[config.mk]
export PLATFORM = sky130hd
export DESIGN_NAME = rst_seq_ctrl
export DESIGN_NICKNAME = d
export VERILOG_FILES = /design/src/rtl/rst_seq_pkg.sv /design/src/rtl/rst_pin_meter.sv /design/src/rtl/rst_hold_timer.sv /design/src/rtl/rst_seq_ctrl.sv
export SDC_FILE = /design/constraint.sdc
export NUM_CORES = 1
export LEC_CHECK = 0
export BUFFER_PORTS_ARGS = -buffer_cell sky130_fd_sc_hd__buf_2
export CORE_MARGIN = 1.5
export CORE_UTILIZATION = 40
export CTS_CLUSTER_SIZE = 20
export DETAILED_ROUTE_END_ITERATION = 16
export PLACE_DENSITY = 0.56
export SYNTH_ARGS = -nofsm -noshare
export SYNTH_HDL_FRONTEND = slang
export SYNTH_HIERARCHICAL = 1
export SYNTH_SLANG_ARGS = --single-unit
export TNS_END_PERCENT = 100
[constraint.sdc]
create_clock -name clk -period 4.1 [get_ports clk]
set_clock_uncertainty 0.2 [all_clocks]
set_input_delay 0.41 -clock clk [delete_from_list [all_inputs] [get_ports clk]]
set_output_delay 0.41 -clock clk [all_outputs]
set_load 0.02 [all_outputs]
[src/rtl/rst_seq_pkg.sv]
package rst_seq_pkg;

  typedef enum logic [2:0] {
    ST_OFF  = 3'd0,  // supply not good
    ST_COLD = 3'd1,  // power-up window, waiting for a long pulse
    ST_HOLD = 3'd2,  // post-release hold interval
    ST_RUN  = 3'd3,  // operational
    ST_WRST = 3'd4,  // qualified warm reset, pin still low
    ST_PDN  = 3'd5   // power-down
  } seq_st_e;

  function automatic logic st_forces_input(seq_st_e s);
    return (s == ST_OFF) || (s == ST_COLD) || (s == ST_WRST) || (s == ST_HOLD);
  endfunction

endpackage

[src/rtl/rst_pin_meter.sv]
module rst_pin_meter #(
  parameter int SYNC_STG = 2,
  parameter int SAT      = 64,
  parameter int CNT_W    = 7
) (
  input  logic             clk,
  input  logic             srst,
  input  logic             pin_n,
  input  logic             clr,
  output logic             pin_lvl,
  output logic             rise,
  output logic [CNT_W-1:0] low_cnt
);

  logic prev_q;

  generate
    if (SYNC_STG > 0) begin : g_sync
      logic [SYNC_STG-1:0] sh_q;
      always_ff @(posedge clk) begin
        if (srst) begin
          sh_q <= '1;
        end else begin
          sh_q[0] <= pin_n;
          for (int i = 1; i < SYNC_STG; i++) sh_q[i] <= sh_q[i-1];
        end
      end
      assign pin_lvl = sh_q[SYNC_STG-1];
    end else begin : g_nosync
      assign pin_lvl = pin_n;
    end
  endgenerate

  always_ff @(posedge clk) begin
    if (srst) begin
      prev_q  <= 1'b1;
      low_cnt <= '0;
    end else begin
      prev_q <= pin_lvl;
      if (clr || pin_lvl) begin
        low_cnt <= '0;
      end else if (low_cnt != CNT_W'(SAT)) begin
        low_cnt <= low_cnt + 1'b1;
      end
    end
  end

  assign rise = pin_lvl & ~prev_q;


  low_sat_chk: assert property (@(posedge clk) disable iff (srst)
    low_cnt <= CNT_W'(SAT));


  rise_clears_chk: assert property (@(posedge clk) disable iff (srst)
    rise |=> (low_cnt == '0));

endmodule

[src/rtl/rst_hold_timer.sv]
module rst_hold_timer #(
  parameter int HOLD_CYC = 20
) (
  input  logic clk,
  input  logic srst,
  input  logic run_en,
  output logic done
);

  localparam int HW = $clog2(HOLD_CYC + 1);

  logic [HW-1:0] cnt_q;

  always_ff @(posedge clk) begin
    if (srst || !run_en) begin
      cnt_q <= '0;
    end else if (!done) begin
      cnt_q <= cnt_q + 1'b1;
    end
  end

  assign done = run_en && (cnt_q == HW'(HOLD_CYC - 1));


  hold_range_chk: assert property (@(posedge clk) disable iff (srst)
    cnt_q < HW'(HOLD_CYC));


  hold_restart_chk: assert property (@(posedge clk) disable iff (srst)
    !run_en |=> (cnt_q == '0));

endmodule

[src/rtl/rst_seq_ctrl.sv]
module rst_seq_ctrl #(
  parameter int SYNC_STG = 2,
  parameter int COLD_MIN = 64,
  parameter int WARM_MIN = 8,
  parameter int HOLD_CYC = 20
) (
  input  logic clk,
  input  logic srst,
  input  logic rst_pin_n,
  input  logic supply_ok,
  input  logic below_lockout,
  input  logic pwrdn_req,
  input  logic cfg_loaded,
  output logic clr_pm,
  output logic clr_gen,
  output logic flash_rd_cmd,
  output logic io_force_in,
  output logic mem_ready,
  output logic flash_wr_block,
  output logic logic_out_valid,
  output logic logic_addr_block
);
  import rst_seq_pkg::*;

  localparam int CNT_W = $clog2(COLD_MIN + 1);

  seq_st_e          st_q, st_nx;
  logic             pin_lvl, pin_rise;
  logic [CNT_W-1:0] low_cnt;
  logic             hold_done, warm_qual, cold_ok;
  logic             cold_done, warm_done;

  rst_pin_meter #(
    .SYNC_STG (SYNC_STG),
    .SAT      (COLD_MIN),
    .CNT_W    (CNT_W)
  ) u_meter (
    .clk     (clk),
    .srst    (srst),
    .pin_n   (rst_pin_n),
    .clr     (!supply_ok),
    .pin_lvl (pin_lvl),
    .rise    (pin_rise),
    .low_cnt (low_cnt)
  );

  rst_hold_timer #(
    .HOLD_CYC (HOLD_CYC)
  ) u_hold (
    .clk    (clk),
    .srst   (srst),
    .run_en ((st_q == ST_HOLD) && pin_lvl),
    .done   (hold_done)
  );

  assign warm_qual = !pin_lvl && (low_cnt >= CNT_W'(WARM_MIN - 1));
  assign cold_ok   = pin_rise && (low_cnt >= CNT_W'(COLD_MIN));

  always_comb begin
    st_nx     = st_q;
    cold_done = 1'b0;
    warm_done = 1'b0;
    if (!supply_ok) begin
      st_nx = ST_OFF;
    end else begin
      case (st_q)
        ST_OFF:  st_nx = ST_COLD;
        ST_COLD: if (cold_ok) begin
                   st_nx     = ST_HOLD;
                   cold_done = 1'b1;
                 end
        ST_HOLD: if (warm_qual)      st_nx = ST_WRST;
                 else if (hold_done) st_nx = pwrdn_req ? ST_PDN : ST_RUN;
        ST_RUN:  if (warm_qual)                 st_nx = ST_WRST;
                 else if (pwrdn_req && pin_lvl) st_nx = ST_PDN;
        ST_PDN:  if (warm_qual)                  st_nx = ST_WRST;
                 else if (!pwrdn_req && pin_lvl) st_nx = ST_RUN;
        ST_WRST: if (pin_lvl) begin
                   st_nx     = ST_HOLD;
                   warm_done = 1'b1;
                 end
        default: st_nx = ST_OFF;
      endcase
    end
  end

  always_ff @(posedge clk) begin
    if (srst) begin
      st_q             <= ST_OFF;
      clr_pm           <= 1'b0;
      clr_gen          <= 1'b0;
      flash_rd_cmd     <= 1'b0;
      io_force_in      <= 1'b1;
      mem_ready        <= 1'b0;
      flash_wr_block   <= 1'b1;
      logic_out_valid  <= 1'b0;
      logic_addr_block <= 1'b0;
    end else begin
      st_q             <= st_nx;
      clr_pm           <= cold_done;
      clr_gen          <= cold_done | warm_done;
      flash_rd_cmd     <= cold_done;
      io_force_in      <= st_forces_input(st_nx);
      mem_ready        <= (st_nx == ST_RUN);
      flash_wr_block   <= below_lockout | (st_nx != ST_RUN);
      logic_addr_block <= (st_nx == ST_PDN);
      if (!supply_ok)      logic_out_valid <= 1'b0;
      else if (cfg_loaded) logic_out_valid <= 1'b1;
    end
  end


  cold_origin_chk: assert property (@(posedge clk) disable iff (srst)
    clr_pm |-> ($past(st_q) == ST_COLD));


  warm_origin_chk: assert property (@(posedge clk) disable iff (srst)
    (clr_gen && !clr_pm) |-> ($past(st_q) == ST_WRST));


  ready_after_hold_chk: assert property (@(posedge clk) disable iff (srst)
    $rose(mem_ready) |-> ($past(st_q) == ST_HOLD || $past(st_q) == ST_PDN));


  ready_io_chk: assert property (@(posedge clk) disable iff (srst)
    mem_ready |-> !io_force_in);


  lockout_chk: assert property (@(posedge clk) disable iff (srst)
    below_lockout |=> flash_wr_block);


  pdn_outputs_chk: assert property (@(posedge clk) disable iff (srst)
    logic_addr_block |-> (!mem_ready && !io_force_in));


  pdn_entry_chk: assert property (@(posedge clk) disable iff (srst)
    $rose(logic_addr_block) |-> ($past(st_q) == ST_HOLD || $past(st_q) == ST_RUN));

endmodule

==> results_dict.tcl, run 1 <==
set metrics [dict create \
    drv_cap 0 \
    rows 19 \
    cts.sinks 25 \
    overflow 0 \
    hold_viol 0 \
    grt_pass1_vias 794 \
    syn_avg_cell_area_um2 9.65 \
    grt_pass1_wl_mm 3.63 \
    cp_slowest_cell "dfxtp_1" \
    final_cells 170 \
    dp.cells 166 \
    p_comb_share_pct 3.2 \
    hold_buffers 0 \
    firstDrtPassIters 4 \
    setup_viol 0 \
    reg2reg_depth 8 \
    worst_pin_slew_ps 483 \
    cp-start-kind "flip-flop" \
    min_path_cells 2 \
    status "complete, no violations" \
    fmax_mhz 361 \
    worstSetupPathType "flip-flop to flip-flop" \
    cts_tree "done" \
    ys_types 46 \
    gp_routability_congestion 0.790 \
    async_reset_ff_share_pct 0 \
    ioPinCount 15 \
    netlist_instances 125 \
    gr-usage-all-layers_pct 14.3 \
    cts-root-buf "clkbuf_4" \
    synth_area_leaders "dfxtp_1 41%, ha_1 3.1%, a21oi_2 2.9%, xor2_1 2.9%, nand3_1 2.5%" \
    post-dp-hpwl_mm 1.63 \
    drt_first_iter_violations 7 \
    p_leak_uw 0.000478 \
    chipHeight_um 57.9 \
    rsz0062_at_grt "no" \
    synth_seq_area_share_pct 41.5 \
    avgRoutedWirePerCell_um 12.6 \
    grt-busiest-layer "met2" \
    clk_path_buf_depth 2 \
    ys_seq_elements 25 \
    synthMostInstantiatedCell "dfxtp_1" \
    met1_usage_pct 17.2 \
    p_seq_share_pct 67.3 \
    crit_path_end_kind "flip-flop" \
    slew_viol_final 0 \
    min_path_type "input pin to flip-flop" \
    fp.dieArea_mm2 0.00335 \
    cp_cell_sequence "or2b_1, nor3_1, and4bb_4, and2_4, o21ai_0, a21oi_2, o221ai_2, or4_1" \
    p_int_uw 289 \
    ys_top_cells_by_count "25 x dfxtp_1, 7 x nand2_1, 6 x nand3_1, 6 x nor3_1, 5 x inv_1" \
    die_width_um 57.9 \
    relSlewSlack_pct 67.7 \
    grt_max_degree 14 \
    num_antenna_cells 0 \
    switchingPower_uw 79.4 \
    numCtsBuffers 3 \
    antenna_left 0 \
    synth_edf_count 0 \
    io_buffers 14 \
    whs_ps 66.1 \
    cp_max_fo 10 \
    cp.arrival_ps 2780 \
    fin_nets 150 \
    syn_to_final_growth_pct 8.71 \
    routed_wl_mm 2.14 \
    grt_util_met2_pct 23.9 \
    crit_required_ps 4110 \
    cp_slowest_stage_delay_ps 540 \
    coreArea_mm2 0.00281 \
    htree_levels 1 \
    clkSlewWorstSetupHoldPaths_ps 130 \
    vias_per_cell 5.28 \
    syn-num-nets 135 \
    period_share_pct 67.6 \
    synth_top_cell_by_area "dfxtp_1" \
    syn-cell-area_mm2 0.00121 \
    drive_gt1_share_pct 24.5 \
    clockPowerShare_pct 29.4 \
    num_vias 897 \
    swShare_pct 21.6 \
    clock_latency_ps 310 \
    cts.repair.resized 0 \
    p_per_area_mw_per_mm2 281 \
    ir_drop_uv 194 \
    synthFlopType "dfxtp_1" \
    synth_top_area_share_pct 41.5 \
    use_met3_pct 4.91 \
    yosysWarnings 6 \
    antenna_found_initial 0 \
    drc 0 \
    start_util_pct 43.0 \
    tns_ps 0 \
    post_cts.repair.setup_buffers 0 \
    min_period_ps 2770 \
]
-- state kept, by name (all words and copies together) (netlist names), 2 cells and up --
signal,flops
st_q,3
u_meter/low_cnt,7
u_hold/cnt_q,5
u_meter/g_sync.sh_q,2
-- worst max-delay path, delay by kind of cell (launching register included) --
kind / cells / cell delay (ps)
flops: 1 / 540
compound gates: 3 / 430
simple gates: 5 / 1490
-- kinds of logic after synthesis --
kind of cell,synth area share (%)
and+or+nand+nor,31.5
AOI/OAI and AO/OA,14.6
DFF,41.5
buffers and inverters,4.05
xor gates and xnor gates,4.36
adders and majority gates,3.11
muxes,0.830
-- stage by stage --
step                      power (uW)  setup slack, ps  utilization (%)  area (um2)
after floorplan                  259             1640                -        1210
after global placement           265             1460             45.8        1280
after detailed placement         265             1340             45.8        1280
after CTS                        374             1320             46.7        1310
after global routing             387             1130             46.7        1310
final                            368             1330             46.7        1310
-- area by class of cell --
class | count | area, um2
Clock buffer | 4 | 26.3
Timing Repair Buffer | 14 | 70.1
Inverter | 5 | 18.8
Tap cell | 31 | 38.8
Fill cell | 278 | 1490
Multi-Input combinational cell | 91 | 657
Sequential cell | 25 | 500
-- path summary, 6_finish.rpt --
path	from	slack (ps)	end
hold reg to reg	u_meter/g_sync.sh_q[0]	230	u_meter/g_sync.sh_q[1]
setup reg to reg	st_q[1]	1330	flash_wr_block
hold / removal	rst_pin_n	70	u_meter/g_sync.sh_q[0]
setup / recovery	st_q[1]	1330	flash_wr_block
-- metal layers --
metal / routed length [um] / part of all wire (%)
met1: 1030 / 48
met2: 1020 / 48
met3: 67 / 3.1
met4: 23 / 1.1
met5: 0 / 0
-- layout by cell type, fill, tap and decap left out, drive strengths merged, types with 5 or more instances in the layout --
cell type  netlist  final
nand3            7      7
nand2            7      7
nor3             8      8
a21oi            8      8
nor2             5      5
dfxtp           25     25
buf              3     14
o21ai            7      7
inv              5      5
-- power by group through the flow --
stage	logic, uW	clock network (uW)	registers, uW
4_1_cts	12.0	114	248
5_1_grt	13.5	125	249
6_report	12.0	108	248
3_5_place_dp	12.0	0	253
3_3_place_gp	11.8	0	253
2_1_floorplan	6.12	0	253
No activity file was read; power rests on OpenSTA's default activity.
==> run 2: changes to the inputs <==
ABC_AREA = 1   (was default)
PLACE_DENSITY = 0.58   (was 0.56)
clock period = 2.5 ns   (was 4.1 ns; I/O delays follow)
==> run 2 against run 1 <==
The run now ends with design-rule violations left. Final cell count is 28% higher. Critical path depth is 6 higher. Register-to-register slack worse by 940 ps. Worst hold slack worse by 44 ps. Non-clock buffer count is 4 higher. Synthesized area is 1.1% higher. Die area is 1.1% higher. Via count is 17% higher. Utilization is 2.3 points higher. Maximum frequency is 31% higher. Critical path type unchanged. Largest cell class unchanged. Highest routed layer unchanged.
==> results_dict.tcl, run 2 <==
set metrics [dict create \
    status "finished with violations" \
    failed_checks "design-rule violations" \
    antenna_found_initial 0 \
    htree_levels 1 \
    tns_ps 0 \
    gr-usage-all-layers_pct 16.1 \
    post_cts.repair.setup_buffers 0 \
    die_width_um 58.2 \
    ys_top_cells_by_count "34 x nand2_1, 29 x nor2_1, 25 x dfxtp_1" \
    grt-busiest-layer "met2" \
    grt_pass1_wl_mm 4.19 \
    gp_routability_congestion 0.832 \
    final_cells 218 \
    coreArea_mm2 0.00283 \
    fin_ws_ps 390 \
    synth_top_cell_by_area "dfxtp_1" \
    relSlewSlack_pct 79.9 \
    cp.arrival_ps 2150 \
    top_register "u_meter/low_cnt" \
    post-dp-hpwl_mm 1.82 \
    period_share_pct 84.4 \
    ys_types 28 \
    setup_viol 0 \
    synthMostInstantiatedCell "nand2_1" \
    clk_path_buf_depth 2 \
    ff2ff_setup_slack_ps 390 \
    antenna_left 0 \
    crit_required_ps 2540 \
    num_vias 1048 \
    p_per_area_mw_per_mm2 449 \
    min_period_ps 2110 \
    dp.cells 210 \
    fmax_mhz 474 \
    grt_pass1_vias 981 \
    syn_to_final_growth_pct 13.8 \
    syn-num-nets 176 \
    crit_path_end_kind "flip-flop" \
    muxShareOfSynthArea_pct 0 \
    r2r-start "st_q[1]" \
    reg2reg_depth 14 \
    clock_latency_ps 320 \
    ys_seq_elements 25 \
    synthAdderAreaFrac_pct 3.08 \
    cp_slowest_cell "dfxtp_1" \
    numCtsBuffers 3 \
    crit_cells 14 \
    chipHeight_um 58.2 \
    async_reset_ff_share_pct 0 \
    p_leak_uw 0.000595 \
    overflow 0 \
    cts.sinks 25 \
    synth-simple-area-share_pct 39.4 \
    slew_viol_final 0 \
    hold_path_startpoint "supply_ok" \
    mostFrequentLayoutCells "34 x nand2_1, 29 x nor2_1, 25 x dfxtp_1" \
    fin_nets 198 \
    worst_pin_slew_ps 301 \
    synth-compound-area-share_pct 5.33 \
    cp_top_family "simple AND/OR/NAND/NOR gates" \
    clkSlewWorstSetupHoldPaths_ps 140 \
    cts_tree "done" \
    rows 19 \
    cts.repair.resized 0 \
    r2r-end "io_force_in" \
    worstSetupPathType "flip-flop to flip-flop" \
    fp.dieArea_mm2 0.00339 \
    cp_cell_sequence "inv_2, nor2_4, nand2_1, nor2_1, nand2_1, nor2_2, nand2_1, o21a_1, nor2_1, nor2_1, nand2_1, nand2_1, nand2_1, nand2_1" \
    cp_slowest_stage_delay_ps 420 \
    placed_area_mm2 0.00132 \
    worstSetupStartpoint "st_q[1]" \
    synthXorXnorAreaFrac_pct 3.59 \
    routed_wl_mm 2.37 \
    synthFlopType "dfxtp_1" \
    ioPinCount 15 \
    met1_usage_pct 20.6 \
    firstDrtPassIters 10 \
    vias_per_cell 4.81 \
    syn-cell-area_mm2 0.00122 \
    layout_commonest_cell "nand2_1" \
    largest_reg_flops 7 \
    cp_max_fo 6 \
    netlist_instances 166 \
    post-place-ws_ps 454 \
    synth_top_area_share_pct 41.0 \
    use_met3_pct 2.46 \
    synth_area_leaders "dfxtp_1 41%, nand2_1 10%, nor2_1 8.9%, nand3_1 5.7%, inv_1 4.9%" \
    crit_top_cell "nand2_1" \
    min_path_type "input pin to flip-flop" \
    grt_max_degree 15 \
    num_antenna_cells 0 \
    hold_viol 0 \
    synth_edf_count 0 \
    rsz0062_at_grt "no" \
    cp-start-kind "flip-flop" \
    drv_cap 0 \
    cts-root-buf "clkbuf_4" \
    endpoint "io_force_in" \
    largest_registers "u_meter/low_cnt (7), u_hold/cnt_q (5), st_q (3)" \
    start_util_pct 43.1 \
    crit_buf_inv 1 \
    synth_top_family_by_area "simple AND/OR/NAND/NOR gates" \
    drc 1 \
    ir_drop_uv 245 \
    grt_util_met2_pct 26.8 \
    synth_seq_area_share_pct 41.0 \
    yosysWarnings 6 \
    syn_avg_cell_area_um2 7.35 \
    io_buffers 14 \
    drt_first_iter_violations 37 \
    avgRoutedWirePerCell_um 10.9 \
    fin_area_mm2 0.00139 \
    drive_gt1_share_pct 20.3 \
]
-- run 2: metrics by stage --
stage | power, uW | hold slack (ps) | utilization (%)
3_3_place_gp | 440 | 198 | 46.7
5_1_grt | 652 | 13.7 | 49.1
3_5_place_dp | 441 | 199 | 46.7
4_1_cts | 634 | 7.56 | 49.1
6_report | 623 | 22.3 | 49.1
2_1_floorplan | 430 | 122 | -
-- run 2: cell type report --
type / instances / area [um2]
clock buffer: 3 / 22.5
clock inverter: 1 / 5.00
fill: 301 / 1440
inverter: 22 / 85.1
multi-input combinational: 118 / 627
sequential: 25 / 500
tap: 31 / 38.8
timing repair buffer: 18 / 110
-- run 2: power breakdown --
| part | internal [uW] | leakage, uW | total (uW) | switching, uW |
|---|---|---|---|---|
| Sequential | 402 | 0.000202 | 405 | 2.76 |
| Clock | 60.0 | 0.0000177 | 186 | 126 |
| Combinational | 14.1 | 0.000374 | 32.3 | 18.2 |
| Total | 476 | 0.000595 | 623 | 146 |
-- run 2: what timing repair did --
item	in CTS	in global routing
hold buffers	4	0
setup endpoints to repair	0	0
endpoints found under the hold margin	5	0
-- run 2: routing by layer --
layer	vias up	share of wire [%]
li1	561	-
met1	457	50
met2	26	44
met3	4	4.6
met4	0	1.2
met5	-	0
-- run 2: how the worst min path moves through the flow --
stage | to | slack (ps) | cells past startpoint
3_5_place_dp | u_meter/g_sync.sh_q[1] | 200 | 1
2_1_floorplan | mem_ready | 120 | 1
3_3_place_gp | u_meter/g_sync.sh_q[1] | 200 | 1
4_1_cts | st_q[0] | 8 | 3
5_1_grt | st_q[0] | 10 | 3
6_report | st_q[0] | 20 | 3
-- run 2: worst register-to-register path, cell delays in order (launching register included) --
cell,delay (ps)
dfxtp_1,420
inv_2,80
nor2_4,130
nand2_1,80
nor2_1,120
nand2_1,90
nor2_2,240
nand2_1,110
o21a_1,110
nor2_1,100
nor2_1,60
nand2_1,70
nand2_1,90
nand2_1,80
nand2_1,50
-- run 2: cells by family (layout without fill, tap and decap cells) --
family / count (synthesis) / count (layout)
compound gates: 12 / 12
xor+xnor: 5 / 5
fa+ha+maj: 3 / 3
buf+inv: 23 / 44
flops: 25 / 25
simple gates: 98 / 98
==> run 3: changes to the inputs <==
clock period = 1.8 ns   (was 2.5 ns; I/O delays follow)
==> run 3 against run 2 <==
The flow still finishes with violations (design-rule violations). Combinational power is 67% higher. Flip-flop and latch count stayed put. Design area is 11% higher. Die area stayed put. Worst setup slack worse by 320 ps. Global-route usage is 0.30 points higher. Routed wire length is 3.1% higher. First-iteration DRC count is 19% higher. Register-to-register slack worse by 320 ps. Utilization is 5.5 points higher. Non-clock buffer count is 16 higher. Largest power group unchanged.
==> results_dict.tcl, run 3 (same netlist as run 2, synthesis figures left out) <==
set metrics [dict create \
    status "finished with violations" \
    failed_checks "design-rule violations" \
    placed_area_mm2 0.00139 \
    fp.dieArea_mm2 0.00339 \
    cp_cell_sequence "inv_2, nor2_4, nand2_2, nor2_4, nand2_2, nor2_4, nand2_2, o21a_1, nor2_1, nor2_1, nand2_1, nand2_2, nand2_1, nand2_1" \
    cp_top_family "simple AND/OR/NAND/NOR gates" \
    num_antenna_cells 0 \
    coreArea_mm2 0.00283 \
    regArea_um2 502 \
    p_total_uw 866 \
    cp-start-kind "flip-flop" \
    cts_tree "done" \
    post-dp-hpwl_mm 1.81 \
    rsz0062_at_grt "yes" \
    num_vias 1113 \
    clk_path_buf_depth 2 \
    antenna_left 0 \
    period_share_pct 96.2 \
    drt_first_iter_violations 44 \
    fmax_mhz 578 \
    hold_viol 0 \
    io_buffers 14 \
    gp_routability_congestion 0.869 \
    largest_registers "u_meter/low_cnt (7), u_hold/cnt_q (5), st_q (3)" \
    vias_per_cell 4.76 \
    fin_nets 214 \
    clkSlewWorstSetupHoldPaths_ps 130 \
    syn_to_final_growth_pct 26.6 \
    reg2reg_depth 14 \
    ir_drop_uv 373 \
    p_per_area_mw_per_mm2 561 \
    cp_slowest_cell "dfxtp_2" \
    tns_ps 0 \
    crit_path_end_kind "flip-flop" \
    worstSetupPathType "flip-flop to flip-flop" \
    antenna_found_initial 0 \
    die_width_um 58.2 \
    drc 1 \
    min_period_ps 1730 \
    r2r-end "io_force_in" \
    min_path_type "flip-flop to flip-flop" \
    grt_pass1_vias 1022 \
    final_core_util_pct 54.6 \
    cts-root-buf "clkbuf_4" \
    htree_levels 1 \
    crit_top_cell "nand2_2" \
    cp_slowest_stage_delay_ps 350 \
    ioPinCount 15 \
    mostFrequentLayoutCells "28 x nor2_1, 27 x nand2_1, 24 x dfxtp_1" \
    avgRoutedWirePerCell_um 10.5 \
    cts.sinks 25 \
    endpoint "io_force_in" \
    grt_pass1_wl_mm 4.23 \
    cp.arrival_ps 1760 \
    fill_cells 279 \
    top_register "u_meter/low_cnt" \
    fin_area_mm2 0.00154 \
    gr-usage-all-layers_pct 16.4 \
    layout_commonest_cell "nor2_1" \
    clock_latency_ps 310 \
    worst_pin_slew_ps 241 \
    rows 19 \
    cp_max_fo 4 \
    crit_buf_inv 1 \
    slew_viol_final 0 \
    grt_max_degree 14 \
    setup_viol 0 \
    routed_wl_mm 2.45 \
    crit_cells 14 \
    start_util_pct 43.1 \
    crit_required_ps 1830 \
    drive_gt1_share_pct 30.0 \
    multi_input_area_um2 657 \
    chipHeight_um 58.2 \
    largest_reg_flops 7 \
    drv_cap 0 \
    numCtsBuffers 3 \
    relSlewSlack_pct 83.9 \
    p_leak_uw 0.000669 \
    firstDrtPassIters 10 \
    worstSetupStartpoint "st_q[1]" \
    overflow 0 \
    r2r-start "st_q[1]" \
    ff2ff_setup_slack_ps 70 \
]
==> run 3: cell count changes in the layout (fill, tap and decap cells not counted) <==
cell / delta
buf_4: +14
nand2_2: +7
nor2_4: +2
nor2_2: -1
nor2_1: -1
inv_2: +1
dfxtp_2: +1
nand2_1: -7
clkinv_2: -1
dlygate4sd3_1: +2
clkbuf_1: +1
inv_1: -1
dfxtp_1: -1
==> run 3: repair_timing <==
item | in CTS | in global routing
setup buffers | 3 | 3
resized for setup | 2 | 9
pin swaps | 3 | 2
hold buffers | 6 | 0
setup endpoints to repair | 1 | 8
endpoints found under the hold margin | 8 | 0
==> run 3: final cells by class <==
cell class	count	area share [%]
Sequential cell	25	32.5
Tap cell	31	2.51
Multi-Input combinational cell	118	42.5
Timing Repair Buffer	34	15.2
Inverter	22	5.51
Clock buffer	4	1.70
==> run 3: worst min path at each step <==
stage / startpoint / to / slack (ps) / cells after the start
detailed placement: rst_pin_n / u_meter/g_sync.sh_q[0] / 170 / 2
global route: u_meter/g_sync.sh_q[0] / u_meter/g_sync.sh_q[1] / 270 / 1
finish: u_meter/g_sync.sh_q[0] / u_meter/g_sync.sh_q[1] / 240 / 1
global placement: rst_pin_n / u_meter/g_sync.sh_q[0] / 170 / 2
floorplan: srst / mem_ready / 50 / 1
CTS: pwrdn_req / flash_wr_block / 210 / 7
==> run 3: layer usage <==
layer	vias to the layer above	track usage [%]	wire length, um
li1	592	-	-
met1	491	19.8	1180
met2	24	26.6	1130
met3	6	3.35	71
met4	0	9.97	65
met5	-	0	0
==> run 3: worst register-to-register path, cell delays in order, from the launching register on <==
cell	delay, ps
dfxtp_2	350
inv_2	50
nor2_4	80
nand2_2	80
nor2_4	100
nand2_2	80
nor2_4	150
nand2_2	70
o21a_1	90
nor2_1	90
nor2_1	50
nand2_1	80
nand2_2	60
nand2_1	70
nand2_1	40
==> run 3: through the flow <==
step / setup slack (ps) / cells / hold WS (ps)
2_1_floorplan: 16.7 / 166 / 52.4
3_3_place_gp: 18.4 / 218 / 166
3_5_place_dp: -35.4 / 218 / 169
4_1_cts: 3.46 / 231 / 211
5_1_grt: -85.6 / 234 / 266
6_report: 68.4 / 234 / 241
==> run 3: power breakdown <==
group / internal [uW] / leakage, uW / switching [uW] / total [uW]
sequential: 559 / 0.000203 / 3.21 / 562
clock: 86.7 / 0.0000150 / 164 / 250
combinational: 26.0 / 0.000451 / 27.9 / 53.8
